**config.mk**
```make
export PLATFORM = sky130hd
export DESIGN_NAME = mcyc_core
export DESIGN_NICKNAME = d
export VERILOG_FILES = /design/src/rtl/mcyc_pkg.sv /design/src/rtl/mcyc_ctrl.sv /design/src/rtl/mcyc_regfile.sv /design/src/rtl/mcyc_alu.sv /design/src/rtl/mcyc_core.sv
export SDC_FILE = /design/constraint.sdc
export NUM_CORES = 1
export LEC_CHECK = 0
export BUFFER_PORTS_ARGS = -buffer_cell sky130_fd_sc_hd__buf_2
export CAP_MARGIN = 20
export CORE_ASPECT_RATIO = 1.25
export CORE_MARGIN = 5
export CORE_UTILIZATION = 30
export CTS_CLUSTER_DIAMETER = 40
export DETAILED_ROUTE_END_ITERATION = 10
export PLACE_DENSITY = 0.54
export SLEW_MARGIN = 20
export SYNTH_ARGS = -nofsm -noshare
export SYNTH_HDL_FRONTEND = slang
export SYNTH_SLANG_ARGS = --single-unit
```
**constraint.sdc**
```tcl
create_clock -name clk -period 15.71 [get_ports clk]
set_input_delay 0.7855 -clock clk [delete_from_list [all_inputs] [get_ports clk]]
set_output_delay 0.7855 -clock clk [all_outputs]
set_load 0.01 [all_outputs]
```
**src/rtl/mcyc_pkg.sv**
```systemverilog
package mcyc_pkg;

  typedef enum logic [3:0] {
    OP_ADD  = 4'h0, OP_SUB  = 4'h1, OP_AND  = 4'h2, OP_OR   = 4'h3,
    OP_XOR  = 4'h4, OP_SHFT = 4'h5, OP_SET  = 4'h6, OP_JR   = 4'h7,
    OP_LWI  = 4'h8, OP_RSV9 = 4'h9, OP_BR   = 4'hA, OP_LWX  = 4'hB,
    OP_SWX  = 4'hC, OP_J    = 4'hD, OP_JAL  = 4'hE, OP_RSVF = 4'hF
  } opcode_e;

  typedef enum logic [2:0] {
    ST_FETCH  = 3'd0,
    ST_DECODE = 3'd1,
    ST_EXEC   = 3'd2,
    ST_MEM    = 3'd3,
    ST_WB     = 3'd4
  } state_e;

  typedef struct packed {
    logic [1:0] cmp;
    logic       ovf;
    logic       cry;
  } flags_t;

  function automatic logic is_alu(input opcode_e op);
    return (op == OP_ADD) || (op == OP_SUB) || (op == OP_AND) || (op == OP_OR) ||
           (op == OP_XOR) || (op == OP_SHFT) || (op == OP_SET);
  endfunction

  function automatic logic is_memop(input opcode_e op);
    return (op == OP_LWI) || (op == OP_LWX) || (op == OP_SWX);
  endfunction

  // branch condition evaluation against the flag register
  function automatic logic cond_met(input logic [3:0] code, input flags_t f);
    logic hit;
    case (code)
      4'b1000: hit = (f.cmp == 2'b10);
      4'b0100: hit = (f.cmp == 2'b01);
      4'b1100: hit = (f.cmp == 2'b10) || (f.cmp == 2'b01);
      4'b0000: hit = (f.cmp == 2'b00);
      4'b0010: hit = f.ovf;
      4'b0001: hit = f.cry;
      4'b0011: hit = f.ovf && f.cry;
      default: hit = 1'b0;
    endcase
    return hit;
  endfunction

endpackage

```
**src/rtl/mcyc_ctrl.sv**
```systemverilog
module mcyc_ctrl
  import mcyc_pkg::*;
(
  input  logic    clk,
  input  logic    rst_n,
  input  opcode_e op_i,
  output state_e  state_o
);

  state_e state_q, state_d;

  always_comb begin
    state_d = state_q;
    case (state_q)
      ST_FETCH:  state_d = ST_DECODE;
      ST_DECODE: state_d = ST_EXEC;
      ST_EXEC: begin
        if (is_alu(op_i))        state_d = ST_WB;
        else if (is_memop(op_i)) state_d = ST_MEM;
        else                     state_d = ST_FETCH;
      end
      ST_MEM:  state_d = (op_i == OP_SWX) ? ST_FETCH : ST_WB;
      ST_WB:   state_d = ST_FETCH;
      default: state_d = ST_FETCH;
    endcase
  end

  always_ff @(posedge clk or negedge rst_n) begin
    if (!rst_n) state_q <= ST_FETCH;
    else        state_q <= state_d;
  end

  assign state_o = state_q;

  // every instruction is decoded in the cycle after its fetch
  p_decode_after_fetch_r2: assert property (@(posedge clk) disable iff (!rst_n)
    (state_q == ST_FETCH) |=> (state_q == ST_DECODE));

  // a store finishes in its memory cycle
  p_store_short_r7: assert property (@(posedge clk) disable iff (!rst_n)
    (state_q == ST_MEM && op_i == OP_SWX) |=> (state_q == ST_FETCH));

  // branches finish in the execute cycle
  p_branch_short_r8: assert property (@(posedge clk) disable iff (!rst_n)
    (state_q == ST_EXEC && op_i == OP_BR) |=> (state_q == ST_FETCH));

endmodule

```
**src/rtl/mcyc_regfile.sv**
```systemverilog
module mcyc_regfile #(
  parameter int DATA_W  = 16,
  parameter int REG_CNT = 16
) (
  input  logic                       clk,
  input  logic                       rst_n,
  input  logic                       we_i,
  input  logic [$clog2(REG_CNT)-1:0] waddr_i,
  input  logic [DATA_W-1:0]          wdata_i,
  input  logic [$clog2(REG_CNT)-1:0] raddr_a_i,
  output logic [DATA_W-1:0]          rdata_a_o,
  input  logic [$clog2(REG_CNT)-1:0] raddr_b_i,
  output logic [DATA_W-1:0]          rdata_b_o
);

  localparam int AW = $clog2(REG_CNT);

  logic [DATA_W-1:0] regs [REG_CNT];

  for (genvar g = 0; g < REG_CNT; g++) begin : g_reg
    logic [DATA_W-1:0] q;
    logic              en;
    assign en = we_i && (waddr_i == AW'(g));
    always_ff @(posedge clk or negedge rst_n) begin
      if (!rst_n)  q <= '0;
      else if (en) q <= wdata_i;
    end
    assign regs[g] = q;
  end

  assign rdata_a_o = regs[raddr_a_i];
  assign rdata_b_o = regs[raddr_b_i];

endmodule

```
**src/rtl/mcyc_alu.sv**
```systemverilog
module mcyc_alu
  import mcyc_pkg::*;
#(
  parameter int DATA_W = 16
) (
  input  opcode_e           op_i,
  input  logic [3:0]        mode_i,
  input  logic [DATA_W-1:0] a_i,
  input  logic [DATA_W-1:0] b_i,
  output logic [DATA_W-1:0] y_o,
  output logic              ovf_o,
  output logic              cry_o,
  output logic              vc_upd_o,
  output logic [1:0]        cmp_o,
  output logic              cmp_upd_o
);

  localparam int SH_W = $clog2(DATA_W);
  localparam int MSB  = DATA_W - 1;

  logic [DATA_W:0]        add_x, sub_x, shl_x, shr_x;
  logic signed [DATA_W:0] shr_src;
  logic [SH_W-1:0]        amt;

  assign amt     = b_i[SH_W-1:0];
  assign add_x   = {1'b0, a_i} + {1'b0, b_i};
  assign sub_x   = {1'b0, a_i} + {1'b0, ~b_i} + {{DATA_W{1'b0}}, 1'b1};
  assign shl_x   = {1'b0, a_i} << amt;
  assign shr_src = {a_i, 1'b0};
  assign shr_x   = mode_i[0] ? $unsigned(shr_src >>> amt) : ({a_i, 1'b0} >> amt);

  always_comb begin
    y_o       = '0;
    ovf_o     = 1'b0;
    cry_o     = 1'b0;
    vc_upd_o  = 1'b0;
    cmp_o     = 2'b00;
    cmp_upd_o = 1'b0;
    case (op_i)
      OP_ADD: begin
        y_o      = add_x[DATA_W-1:0];
        cry_o    = add_x[DATA_W];
        ovf_o    = (a_i[MSB] == b_i[MSB]) && (add_x[MSB] != a_i[MSB]);
        vc_upd_o = 1'b1;
      end
      OP_SUB: begin
        y_o      = sub_x[DATA_W-1:0];
        cry_o    = sub_x[DATA_W];
        ovf_o    = (a_i[MSB] != b_i[MSB]) && (sub_x[MSB] != a_i[MSB]);
        vc_upd_o = 1'b1;
      end
      OP_AND: y_o = a_i & b_i;
      OP_OR:  y_o = a_i | b_i;
      OP_XOR: y_o = a_i ^ b_i;
      OP_SHFT: begin
        if (mode_i[3]) begin
          y_o   = shr_x[DATA_W:1];
          cry_o = shr_x[0];
        end else begin
          y_o   = shl_x[DATA_W-1:0];
          cry_o = shl_x[DATA_W];
        end
        vc_upd_o = 1'b1;
      end
      OP_SET: begin
        cmp_o     = (a_i < b_i) ? 2'b10 : ((a_i == b_i) ? 2'b01 : 2'b00);
        cmp_upd_o = 1'b1;
      end
      default: ;
    endcase
  end

endmodule

```
**src/rtl/mcyc_core.sv**
```systemverilog
module mcyc_core
  import mcyc_pkg::*;
#(
  parameter int DATA_W  = 16,
  parameter int ADDR_W  = 8,
  parameter int REG_CNT = 16,
  parameter int IN_W    = 8
) (
  input  logic              clk,
  input  logic              rst_n,
  output logic [ADDR_W-1:0] mem_addr_o,
  output logic [DATA_W-1:0] mem_wdata_o,
  output logic              mem_we_o,
  input  logic [DATA_W-1:0] mem_rdata_i,
  input  logic [IN_W-1:0]   io_in_i,
  output logic [DATA_W-1:0] io_out_o
);

  localparam int                RAW         = $clog2(REG_CNT);
  localparam logic [ADDR_W-1:0] IO_IN_ADDR  = {{(ADDR_W-1){1'b1}}, 1'b0};
  localparam logic [ADDR_W-1:0] IO_OUT_ADDR = {ADDR_W{1'b1}};
  localparam logic [ADDR_W-1:0] PC_STEP     = ADDR_W'(1);
  localparam logic [RAW-1:0]    IDX_REG     = RAW'(1);
  localparam logic [RAW-1:0]    LINK_REG    = RAW'(REG_CNT - 1);

  // reset: asynchronous assert, synchronous release
  logic rst_s1_q, rst_s2_q, core_rst_n;
  always_ff @(posedge clk or negedge rst_n) begin
    if (!rst_n) begin
      rst_s1_q <= 1'b0;
      rst_s2_q <= 1'b0;
    end else begin
      rst_s1_q <= 1'b1;
      rst_s2_q <= rst_s1_q;
    end
  end
  assign core_rst_n = rst_s2_q;

  // architectural and pipeline-free holding registers
  logic [ADDR_W-1:0] pc_q, pc_d;
  logic [DATA_W-1:0] ir_q, opa_q, opb_q, res_q, res_d, mdr_q, mdr_d, out_q;
  flags_t            flags_q, flg_d;
  logic pc_en, ir_en, opab_en, res_en, mdr_en, flg_en, out_en;

  // instruction fields
  opcode_e           op;
  logic [RAW-1:0]    f_rs, f_rt, f_rd;
  logic [7:0]        imm8;
  logic [ADDR_W-1:0] imm_a, lwi_addr, idx_addr, mem_addr;
  logic              mem_we;

  assign op    = opcode_e'(ir_q[15:12]);
  assign f_rs  = RAW'(ir_q[11:8]);
  assign f_rt  = RAW'(ir_q[7:4]);
  assign f_rd  = RAW'(ir_q[3:0]);
  assign imm8  = ir_q[7:0];
  assign imm_a = ADDR_W'(imm8);

  state_e state;
  mcyc_ctrl u_ctrl (
    .clk     (clk),
    .rst_n   (core_rst_n),
    .op_i    (op),
    .state_o (state)
  );

  // register file
  logic              rf_we;
  logic [RAW-1:0]    rf_waddr, rf_rb_addr;
  logic [DATA_W-1:0] rf_wdata, rf_rda, rf_rdb;

  assign rf_rb_addr = (op == OP_LWX || op == OP_SWX) ? IDX_REG : f_rt;

  mcyc_regfile #(.DATA_W(DATA_W), .REG_CNT(REG_CNT)) u_rf (
    .clk       (clk),
    .rst_n     (core_rst_n),
    .we_i      (rf_we),
    .waddr_i   (rf_waddr),
    .wdata_i   (rf_wdata),
    .raddr_a_i (f_rs),
    .rdata_a_o (rf_rda),
    .raddr_b_i (rf_rb_addr),
    .rdata_b_o (rf_rdb)
  );

  // arithmetic unit
  logic [DATA_W-1:0] alu_y;
  logic              alu_ovf, alu_cry, alu_vc_upd, alu_cmp_upd;
  logic [1:0]        alu_cmp;

  mcyc_alu #(.DATA_W(DATA_W)) u_alu (
    .op_i      (op),
    .mode_i    (ir_q[3:0]),
    .a_i       (opa_q),
    .b_i       (opb_q),
    .y_o       (alu_y),
    .ovf_o     (alu_ovf),
    .cry_o     (alu_cry),
    .vc_upd_o  (alu_vc_upd),
    .cmp_o     (alu_cmp),
    .cmp_upd_o (alu_cmp_upd)
  );

  assign lwi_addr = (imm8 == 8'd0) ? pc_q : (pc_q + imm_a);
  assign idx_addr = opb_q[ADDR_W-1:0] + imm_a;

  // next-state logic for the datapath
  always_comb begin
    pc_en    = 1'b0;
    pc_d     = pc_q;
    ir_en    = 1'b0;
    opab_en  = 1'b0;
    res_en   = 1'b0;
    res_d    = res_q;
    mdr_en   = 1'b0;
    mdr_d    = mdr_q;
    flg_en   = 1'b0;
    flg_d    = flags_q;
    out_en   = 1'b0;
    rf_we    = 1'b0;
    rf_waddr = f_rs;
    rf_wdata = res_q;
    mem_addr = pc_q;
    mem_we   = 1'b0;
    case (state)
      ST_FETCH: begin
        ir_en = 1'b1;
        pc_en = 1'b1;
        pc_d  = pc_q + PC_STEP;
      end
      ST_DECODE: opab_en = 1'b1;
      ST_EXEC: begin
        case (op)
          OP_ADD, OP_SUB, OP_AND, OP_OR, OP_XOR, OP_SHFT, OP_SET: begin
            res_en = 1'b1;
            res_d  = alu_y;
            flg_en = alu_vc_upd || alu_cmp_upd;
            if (alu_vc_upd) begin
              flg_d.ovf = alu_ovf;
              flg_d.cry = alu_cry;
            end
            if (alu_cmp_upd) flg_d.cmp = alu_cmp;
          end
          OP_JR: begin
            pc_en = 1'b1;
            pc_d  = opa_q[ADDR_W-1:0];
          end
          OP_LWI: begin
            res_en = 1'b1;
            res_d  = DATA_W'(lwi_addr);
            if (imm8 == 8'd0) begin
              pc_en = 1'b1;
              pc_d  = pc_q + PC_STEP;
            end
          end
          OP_LWX, OP_SWX: begin
            res_en = 1'b1;
            res_d  = DATA_W'(idx_addr);
          end
          OP_BR: begin
            if (cond_met(ir_q[11:8], flags_q)) begin
              pc_en = 1'b1;
              pc_d  = pc_q + imm_a;
            end
          end
          OP_J: begin
            pc_en = 1'b1;
            pc_d  = ir_q[ADDR_W-1:0];
          end
          OP_JAL: begin
            pc_en    = 1'b1;
            pc_d     = ir_q[ADDR_W-1:0];
            rf_we    = 1'b1;
            rf_waddr = LINK_REG;
            rf_wdata = DATA_W'(pc_q);
          end
          default: ;
        endcase
      end
      ST_MEM: begin
        mem_addr = res_q[ADDR_W-1:0];
        if (op == OP_SWX) begin
          if (mem_addr == IO_OUT_ADDR)     out_en = 1'b1;
          else if (mem_addr != IO_IN_ADDR) mem_we = 1'b1;
        end else begin
          mdr_en = 1'b1;
          if (mem_addr == IO_IN_ADDR)       mdr_d = DATA_W'(io_in_i);
          else if (mem_addr == IO_OUT_ADDR) mdr_d = out_q;
          else                              mdr_d = mem_rdata_i;
        end
      end
      ST_WB: begin
        if (is_alu(op) && op != OP_SET) begin
          rf_we    = 1'b1;
          rf_waddr = (op == OP_SHFT) ? f_rs : f_rd;
          rf_wdata = res_q;
        end else if (op == OP_LWI || op == OP_LWX) begin
          rf_we    = 1'b1;
          rf_waddr = f_rs;
          rf_wdata = mdr_q;
        end
      end
      default: ;
    endcase
  end

  // register process
  always_ff @(posedge clk or negedge core_rst_n) begin
    if (!core_rst_n) begin
      pc_q    <= '0;
      ir_q    <= '0;
      opa_q   <= '0;
      opb_q   <= '0;
      res_q   <= '0;
      mdr_q   <= '0;
      flags_q <= '0;
      out_q   <= '0;
    end else begin
      if (pc_en)   pc_q    <= pc_d;
      if (ir_en)   ir_q    <= mem_rdata_i;
      if (opab_en) begin
        opa_q <= rf_rda;
        opb_q <= rf_rdb;
      end
      if (res_en)  res_q   <= res_d;
      if (mdr_en)  mdr_q   <= mdr_d;
      if (flg_en)  flags_q <= flg_d;
      if (out_en)  out_q   <= opa_q;
    end
  end

  assign mem_addr_o  = mem_addr;
  assign mem_we_o    = mem_we;
  assign mem_wdata_o = opa_q;
  assign io_out_o    = out_q;

  // the reserved I/O words never see a memory write
  p_io_no_ram_write_r11: assert property (@(posedge clk) disable iff (!core_rst_n)
    mem_we_o |-> (mem_addr_o != IO_IN_ADDR && mem_addr_o != IO_OUT_ADDR));

  // the output port moves only after a store cycle
  p_out_only_store_r11: assert property (@(posedge clk) disable iff (!core_rst_n)
    !$stable(io_out_o) |-> $past(state == ST_MEM && op == OP_SWX));

  // each fetch advances the PC by one word
  p_fetch_step_r5: assert property (@(posedge clk) disable iff (!core_rst_n)
    (state == ST_FETCH) |=> (pc_q == $past(pc_q) + PC_STEP));

  // the next-word load form skips its data word
  p_lwi_skip_r5: assert property (@(posedge clk) disable iff (!core_rst_n)
    (state == ST_EXEC && op == OP_LWI && imm8 == 8'd0) |=> (pc_q == $past(pc_q) + PC_STEP));

  // registers are written only in writeback or by the linking jump
  p_rf_write_phase_r9: assert property (@(posedge clk) disable iff (!core_rst_n)
    rf_we |-> (state == ST_WB || (state == ST_EXEC && op == OP_JAL)));

endmodule

```
Word level (Yosys, flattened, before mapping)
Cells that the tools add are included.

Flip-flop bits (word level): 369. Input bits: 26. Output and inout bits: 41. Logic and storage cells: 215.

Add/sub/neg operators: 6. Order comparisons: 3. Eq/ne operators: 52. Shift operators: 3. Multiplexer cells: 65. Bitwise logic cells: 7. Reductions and logical operators: 50.

Operators with widths (number): $mux 16 (10); $bmux 16 s4 (2); $pmux 16 s6 (1); $eq 4x4->1 const B (16); $pmux 16 s3 (1); $eq 4x3->1 const B (9); $add 16x16->17 (2); $mux 8 (4); $pmux 16 s2 (1); $pmux 8 s4 (1); $mux 1 (26); $eq 4x2->1 const B (6); $logic_and 1x1->1 (20); $add 17x1->17 const B (1); $mux 17 (1); $shl 16x4->17 (1); $shr 17x4->17 (1); $sshr 17x4->17 (1); $add 8x8->8 (2); $and 16x16->16 (1); $eq 16x16->1 (1); $eq 8x8->1 const B (2); $lt 16x16->1 (1); $mux 4 (4); 41 further kinds (71).

Logic depth before layout (Yosys ltp)
Gate-level depths: netlist of run 1.

Depth after elaboration: 12. Mapped depth: 12. Gate-level depth less buffers: 10.

By module
Synthesis of run 1 repeated with hierarchy kept, for this count alone.

Cell total of the unflattened synthesis: 2084. Area total of the unflattened synthesis: 24061.8 um^2.

By module, submodules not included: mcyc_regfile (times used 1, cells each 848, area each 13304.0 um^2, sequential area each 6406.1 um^2); mcyc_core (times used 1, cells each 625, area each 6293.5 um^2, sequential area each 2752.6 um^2); mcyc_alu (times used 1, cells each 598, area each 4301.6 um^2, sequential area each 0.0 um^2); mcyc_ctrl (times used 1, cells each 13, area each 162.7 um^2, sequential area each 75.1 um^2).

Least setup slack after synthesis of run 1
OpenSTA, ideal clock, no wires.

Kind: reg-to-reg. Start: register opb_q[1]. End: register res_q[9]. Library setup time: 0.121 ns. Arrival: 3.413 ns. Data required time: 15.589 ns. Path slack: 12.176 ns. Cell stages (with the launch flop): 13. Buffers on the path: 3. Period minus slack after synthesis: 3.534 ns. Cell sequence: dfrtp_1 -> clkbuf_1 -> clkbuf_1 -> buf_2 -> inv_1 -> ha_1 -> nor3_1 -> a211o_1 -> a211o_1 -> a311oi_1 -> mux2i_1 -> o211ai_1 -> a22o_1.

Longest elaborated chain between the ends: 5. Elaborated cells on any way between the ends: 11. Classes of those cells: add/sub (3); shift (3); mux (4); bitwise (1).

RTL lines: start, declared (RTL line mcyc_core.sv:41) `logic [DATA_W-1:0] ir_q, opa_q, opb_q, res_q, res_d, mdr_q, mdr_d, out_q;`; start signal, assigned (RTL line mcyc_core.sv:223) `opb_q <= rf_rdb;`; $not 16->16, or another cell as far along (RTL line mcyc_alu.sv:27) `assign sub_x = {1'b0, a_i} + {1'b0, ~b_i} + {{DATA_W{1'b0}}, 1'b1};`; $add 16x16->17 / $mux 17 (equally long branches) (RTL line mcyc_alu.sv:27, mcyc_alu.sv:30); $add 17x1->17 / $mux 16 (equally long branches) (RTL line mcyc_alu.sv:27, mcyc_alu.sv:56); $pmux 16 s6 (*) (RTL line mcyc_alu.sv:39) `case (op_i)`; $pmux 16 s3 (*) (RTL line mcyc_core.sv:133) `case (op)`; end signal, assigned (RTL line mcyc_core.sv:225) `if (res_en) res_q <= res_d;`; end, declared (RTL line mcyc_core.sv:41).

Mark *: on every way between the ends. The rest lies on a longest branch, timed or not. A chain may end at the register's enable or synchronous reset.

Final worst setup path of run 1
Start: register ir_q[14]. End: register opb_q[2].

Longest elaborated chain between the ends: 7. Elaborated cells on any way between the ends: 8. Classes of those cells: eq/ne (2); mux (4); bitwise (1); reduce/logical (1).

RTL lines: start, declared (RTL line mcyc_core.sv:41); start signal, assigned (RTL line mcyc_core.sv:220) `if (ir_en) ir_q <= mem_rdata_i;`; $eq 4x4->1 (RTL line mcyc_core.sv:72) `assign rf_rb_addr = (op == OP_LWX || op == OP_SWX) ? IDX_REG : f_rt;`; $logic_or 1x1->1 (*) (RTL line mcyc_core.sv:72); $mux 4 (*) (RTL line mcyc_core.sv:72); $not 4->5 (not written as such) (*) (RTL line mcyc_regfile.sv:32) `assign rdata_b_o = regs[raddr_b_i];`; $bmux 16 s4 (*) (RTL line mcyc_regfile.sv:32); $mux 16 (not written as such) (*) (2 in a row) (RTL line mcyc_regfile.sv:32).

Mark *: on every way between the ends. The rest lies on a longest branch, timed or not. The select of a mux whose other input is x is not followed.

==> impl_metrics.csv, run 1 <==
group,metric,value,unit
status,status,"completed",
global_routing,grt_start_max_net_pins,174,
die,io_pins,67,
critical_path,critPathCaptureType,"flip-flop",
final_layout,fillers,8153,
sta,slew_headroom,24.0,%
power_and_ir_drop,switchingPower,0.00272,W
drt,first_pass_iters,6,
die,die_area,84800,µm²
clocking,cts.path.max_buffers,3,
drt,drc,0,
sta,fin_tns_setup,0,ns
global_routing,grt_pass1_vias,20639,
power_and_ir_drop,power.density,216,nW/µm²
power_and_ir_drop,pwr-share-comb,49.8,%
final_layout,most-common-layout-cells,"dfrtp_1 (362), nand2_1 (262), nor2_1 (240)",
global_routing,grt_pass1_wl,139,mm
global_routing,grt_overflow,0,
drt,drt_iter0_markers,2085,
placed_design,hpwl,63.9,mm
critical_path,rr_startpoint,"ir_q[14]$_DFFE_PN0P_",
final_layout,ff_latch_area,9250,µm²
final_layout,area_delta_synth_final,14.4,%
critical_path,critPathTopFamily,"compound AO/OA/AOI/OAI gates",
global_routing,grt_use_total,21.4,%
synthesis,syn-cell-area,23700,µm²
sta,grt_setup_unrepaired,"no",
final_layout,stdcell_count,3595,
synthesis,syn_inst,2521,
die,rows,115,
power_and_ir_drop,total_leakage_power,11.1,nW
synthesis,synth_edf_count,0,
critical_path,reg2reg_slack,11.07,ns
sta,whs,0.335,ns
sta,hold_violations,0,
critical_path,reg2reg_to,"opb_q[2]$_DFFE_PN0P_",
die,die_h,324,µm
power_and_ir_drop,vdd_ir_drop_max,0.129,mV
synthesis,syn_nets,2625,
run,maxCapViolations,0,
placed_design,place.gp.congestion,0.962,
critical_path,critPathLaunchType,"flip-flop",
clocking,path_clk_slew,0.06,ns
drt,viasPerCell,5.84,
synthesis,yosysSeqAreaShare,38.9,%
clocking,cts_buffers,57,
critical_path,arrival,5.08,ns
placed_design,dp_cells,3487,
final_layout,post-route-cell-area,27100,µm²
synthesis,synth.avg_cell_area,9.41,µm²
final_layout,fin_util,34.6,%
drt,ant_nets,0,
sta,tightest_slew,1.14,ns
critical_path,crit_type,"flip-flop to flip-flop",
sta,slew_viol_final,0,
sta,fin_skew,0.0271,ns
clocking,cts_root_buffer,"clkbuf_16",
sta,clock.fmax,0.216,GHz
die,initial_core_util,30.2,%
clocking,post_cts_resized,0,
drt,drt_wl_total,93.6,mm
critical_path,required,16.15,ns
critical_path,r2r_cells,9,
sta,period_share,29.5,%
clocking,h-tree-depth,2,
clocking,cts_setup_buffers,0,
synthesis,async_reset_ff_share,100,%
power_and_ir_drop,seq_power_share,28.2,%
final_layout,drive_gt1_share,16.6,%
critical_path,critPathSlowestCell,"dfrtp_1",
power_and_ir_drop,p_int,0.00314,W
critical_path,cpMostUsedCell,"buf_4",
final_layout,final_common_cell,"dfrtp_1",
sta,layout_min_cycle_time,4.64,ns
die,coreArea,78600,µm²
critical_path,critPathMaxStageDelay,1.09,ns
critical_path,crit_chain,"and3b_1 > o21ai_2 > buf_4 > nand2b_2 > buf_4 > a211oi_1 > a311oi_1 > o41ai_2 > o21ai_0",
clocking,cts.sinks,369,
die,die_x,262,µm
placed_design,postPlaceCellArea,25100,µm²
drt,routed-via-count,21007,
critical_path,cp_max_fo,36,
power_and_ir_drop,pwr-share-clk,22.0,%
clocking,worstSkewPairLatency,0.62,ns
power_and_ir_drop,switching_share,46.4,%
final_layout,multi_input_area,13400,µm²
final_layout,nets,2600,
clocking,cts_hold_buf,1,
critical_path,worstSetupStartpoint,"ir_q[14]$_DFFE_PN0P_",
placed_design,port_buffers,66,
synthesis,synth_ff_type,"dfrtp_1",
hold_path,hp-class,"flip-flop to async pin",
clocking,cts_tree,"built",
critical_path,worst-path-buf-inv,2,
global_routing,antenna_found_initial,3,
synthesis,yosysWarnings,0,
sta,finalSetupViolations,0,
synthesis,ys_types,85,
synthesis,ys_ff_latch,369,
drt,wire_per_inst,26.0,µm
[cells by family (layout without fill, tap and decap cells)]
family,after synthesis,count (layout),share of synthesized area (%)
xor gates and xnor gates,21,21,0.775
adders and majority gates,78,78,4.24
muxes,240,240,16.0
AOI/OAI and AO/OA,801,801,21.4
buffers and inverters,293,313,5.12
DFF,369,369,38.9
other,1,2,0.0158
and+or+nand+nor,718,718,13.5
[per-layer routing]
| layer | vias to the layer above | track usage [%] | part of all wire (%) |
|---|---|---|---|
| met5 | - | 0 | 0 |
| met4 | 0 | 9.44 | 5.2 |
| met3 | 244 | 3.01 | 7.1 |
| met2 | 971 | 35.9 | 48 |
| met1 | 10498 | 27.6 | 39 |
| li1 | 9294 | - | - |
[area by class of cell]
type                            instances  area share [%]
Clock inverter                         31            1.32
Sequential cell                       369            34.1
Antenna cell                            1         0.00922
Inverter                               64           0.885
Clock buffer                           73            5.81
Timing Repair Buffer                  145            3.56
Multi-Input combinational cell       1859            49.5
Tap cell                             1053            4.85
[power by group through the flow]
stage | Combinational, W | Clock [W] | Sequential, W
after floorplan | 0.00205 | 0 | 0.00145
after global placement | 0.00283 | 0 | 0.00164
after detailed placement | 0.00287 | 0 | 0.00165
after CTS | 0.00288 | 0.00131 | 0.00164
after global routing | 0.00312 | 0.00135 | 0.00168
final | 0.00292 | 0.00129 | 0.00165
[flip-flops by register name, summed over array words and instances, names as in the netlist, 4 cells and up]
| register | count |
|---|---|
| mdr_q | 16 |
| opb_q | 16 |
| io_out_o | 16 |
| u_rf.g.q | 256 |
| ir_q | 16 |
| flags_q | 4 |
| res_q | 16 |
| mem_wdata_o | 16 |
| pc_q | 8 |
[cell usage after synthesis (all sizes together) (20+ instances only)]
cell type / instances / area, µm²
nand2: 263 / 987
a211oi: 58 / 448
o211ai: 22 / 165
mux2i: 106 / 1060
mux2: 26 / 293
a21oi: 224 / 1120
clkbuf: 177 / 664
inv: 61 / 229
mux4: 108 / 2430
a31oi: 20 / 125
o21ai: 243 / 1250
dfrtp: 369 / 9230
buf: 52 / 310
ha: 74 / 926
nor2b: 47 / 294
nor2: 243 / 912
a221oi: 44 / 385
nor3: 38 / 201
nand3: 49 / 245
[through the flow]
| stage | worst slack [ns] | total power (W) |
|---|---|---|
| 2_1_floorplan | 4.66 | 0.00350 |
| 3_3_place_gp | 10.48 | 0.00447 |
| 3_5_place_dp | 11.19 | 0.00452 |
| 4_1_cts | 11.16 | 0.00583 |
| 5_1_grt | 10.92 | 0.00616 |
| 6_report | 11.07 | 0.00586 |
[how the worst max path moves through the flow]
stage	to	slack, ns	cells past startpoint
5_1_grt	opb_q[2]$_DFFE_PN0P_	10.92	9
2_1_floorplan	flags_q[0]$_DFFE_PN0P_	4.66	0
3_5_place_dp	opb_q[2]$_DFFE_PN0P_	11.19	8
3_3_place_gp	opb_q[3]$_DFFE_PN0P_	10.48	9
6_report	opb_q[2]$_DFFE_PN0P_	11.07	9
4_1_cts	opb_q[2]$_DFFE_PN0P_	11.16	8
Power figures use the tool's default switching activity.
==> inputs of run 2 (changes only) <==
- PLACE_DENSITY: 0.54 -> 0.56
- clock period: 15.71 -> 3.7 ns (I/O delays scaled with it)
==> run 2 against run 1 <==
Effect of this change: critical path depth is the same; die area is the same; routed wire length shrank 2.4%; non-clock buffer count grew 79; via count grew 0.28%; critical path type unchanged; final area grew 3.0%; flip-flop and latch count is the same; sequential power grew to 4.1 times the previous value; hold slack lost 0.28 ns; clock power grew to 4.4 times the previous value; first-iteration DRC count grew 3.6%; largest power group unchanged.
==> impl_metrics.csv, run 2 (synthesis results as in run 1) <==
group,metric,value,unit
status,status,"completed",
global_routing,grt_pass1_vias,21001,
clocking,cts.path.max_buffers,3,
critical_path,critPathCaptureType,"flip-flop",
critical_path,required,4.18,ns
critical_path,critPathLaunchType,"flip-flop",
drt,viasPerCell,5.74,
sta,clock.fmax,0.288,GHz
final_layout,final_common_cell,"dfrtp_1",
sta,grt_setup_unrepaired,"no",
die,io_pins,67,
placed_design,port_buffers,66,
sta,fin_tns_setup,0,ns
clocking,cts_buffers,55,
die,die_x,262,µm
critical_path,r2r_cells,9,
final_layout,regMostFlops,"u_rf.g.q",
drt,routed-via-count,21066,
critical_path,critPathCapture,"res_q[14]$_DFFE_PN0P_",
power_and_ir_drop,total_leakage_power,11.5,nW
power_and_ir_drop,vdd_ir_drop_max,0.463,mV
drt,wire_per_inst,24.9,µm
clocking,path_clk_slew,0.06,ns
critical_path,reg2reg_slack,0.23,ns
final_layout,most-common-layout-cells,"dfrtp_1 (362), nand2_1 (262), nor2_1 (240)",
global_routing,grt_overflow,0,
critical_path,rr_startpoint,"mem_wdata_o[6]$_DFFE_PN0P_",
critical_path,reg2reg_to,"res_q[14]$_DFFE_PN0P_",
die,initial_core_util,30.2,%
global_routing,antenna_found_initial,1,
clocking,worstSkewPairLatency,0.64,ns
hold_path,hp-class,"input port to flip-flop",
final_layout,multi_input_area,13400,µm²
drt,first_pass_iters,6,
die,coreArea,78600,µm²
sta,slew_headroom,29.4,%
global_routing,grt_use_total,21.1,%
sta,period_share,93.8,%
sta,finalSetupViolations,0,
drt,drc,0,
clocking,cts.sinks,369,
global_routing,grt_start_max_net_pins,114,
placed_design,dp_slack,0.0984,ns
clocking,cts_setup_buffers,0,
sta,hold_violations,0,
critical_path,crit_type,"flip-flop to flip-flop",
final_layout,nets,2677,
sta,slew_viol_final,0,
clocking,cts_root_buffer,"clkbuf_16",
final_layout,fillers,8004,
sta,layout_min_cycle_time,3.47,ns
global_routing,grt_pass1_wl,138,mm
placed_design,place.gp.congestion,0.943,
die,die_h,324,µm
die,rows,115,
drt,drt_wl_total,91.4,mm
final_layout,drive_gt1_share,18.2,%
final_layout,area_delta_synth_final,17.9,%
run,maxCapViolations,0,
drt,ant_nets,0,
sta,layout_setup_ws,0.231,ns
sta,tightest_slew,1.05,ns
die,die_area,84800,µm²
critical_path,cp_max_fo,13,
critical_path,arrival,3.95,ns
clocking,cts_tree,"built",
final_layout,ff_latch_area,9250,µm²
clocking,h-tree-depth,2,
placed_design,hpwl,63.3,mm
sta,fin_skew,0.0457,ns
sta,whs,0.0555,ns
final_layout,largest_reg_flops,256,
critical_path,worstSetupStartpoint,"mem_wdata_o[6]$_DFFE_PN0P_",
drt,drt_iter0_markers,2161,
power_and_ir_drop,power.density,907,nW/µm²
[run 2: metal layers]
metal / track usage (%) / vias up / part of all wire, %
li1: - / 9457 / -
met1: 27.0 / 10437 / 40
met2: 34.9 / 897 / 48
met3: 3.59 / 273 / 6.5
met4: 9.51 / 2 / 5.4
met5: 0 / - / 0.015
[run 2: worst max-delay path, cell delays in order (launching register included)]
cell and delay, ns:
dfrtp_1 0.65, inv_1 0.32, ha_1 0.66, nand2_1 0.09
or3_1 0.38, a21oi_1 0.32, nor4_1 0.14, o31ai_1 0.44
o32a_1 0.24, a31oi_1 0.08
[run 2: per-stage QoR]
stage | util, % | area (µm²) | instances | total power [W]
global route | 35.6 | 28000 | 3669 | 0.0267
CTS | 35.6 | 27900 | 3669 | 0.0252
detailed placement | 32.7 | 25700 | 3545 | 0.0195
finish | 35.6 | 28000 | 3670 | 0.0254
global placement | 32.7 | 25700 | 3545 | 0.0195
floorplan | - | 23700 | 2521 | 0.0149
[run 2: what timing repair did]
action,4_1_cts,5_1_grt
endpoints found under the hold margin,34,0
gates resized for setup,0,2
hold buffers,24,0
setup endpoints to repair,0,2
[run 2: power by group]
group / internal, W / total [W] / switching, W
Sequential: 0.00527 / 0.00670 / 0.00143
Clock: 0.00333 / 0.00562 / 0.00228
Combinational: 0.00506 / 0.0131 / 0.00800
Total: 0.0137 / 0.0254 / 0.0117
[run 2: worst min path at each step]
stage	depth (start not counted)	from	slack [ns]	to
global placement	1	rst_n	-0.03	rst_s1_q$_DFF_PN0_
detailed placement	1	rst_n	-0.03	rst_s1_q$_DFF_PN0_
global route	5	io_in_i[7]	0.12	mdr_q[7]$_DFFE_PN0P_
finish	5	io_in_i[7]	0.06	mdr_q[7]$_DFFE_PN0P_
floorplan	0	rst_n	-0.11	rst_s1_q$_DFF_PN0_
CTS	5	io_in_i[7]	0.03	mdr_q[7]$_DFFE_PN0P_
[run 2: final cells by class]
cell class	instances	share of cell area (%)
antenna	1	0.00895
clock buffer	64	5.29
clock inverter	36	1.87
inverter	64	0.859
multi-input combinational	1859	48.0
sequential	369	33.1
tap	1053	4.71
timing repair buffer	224	6.22
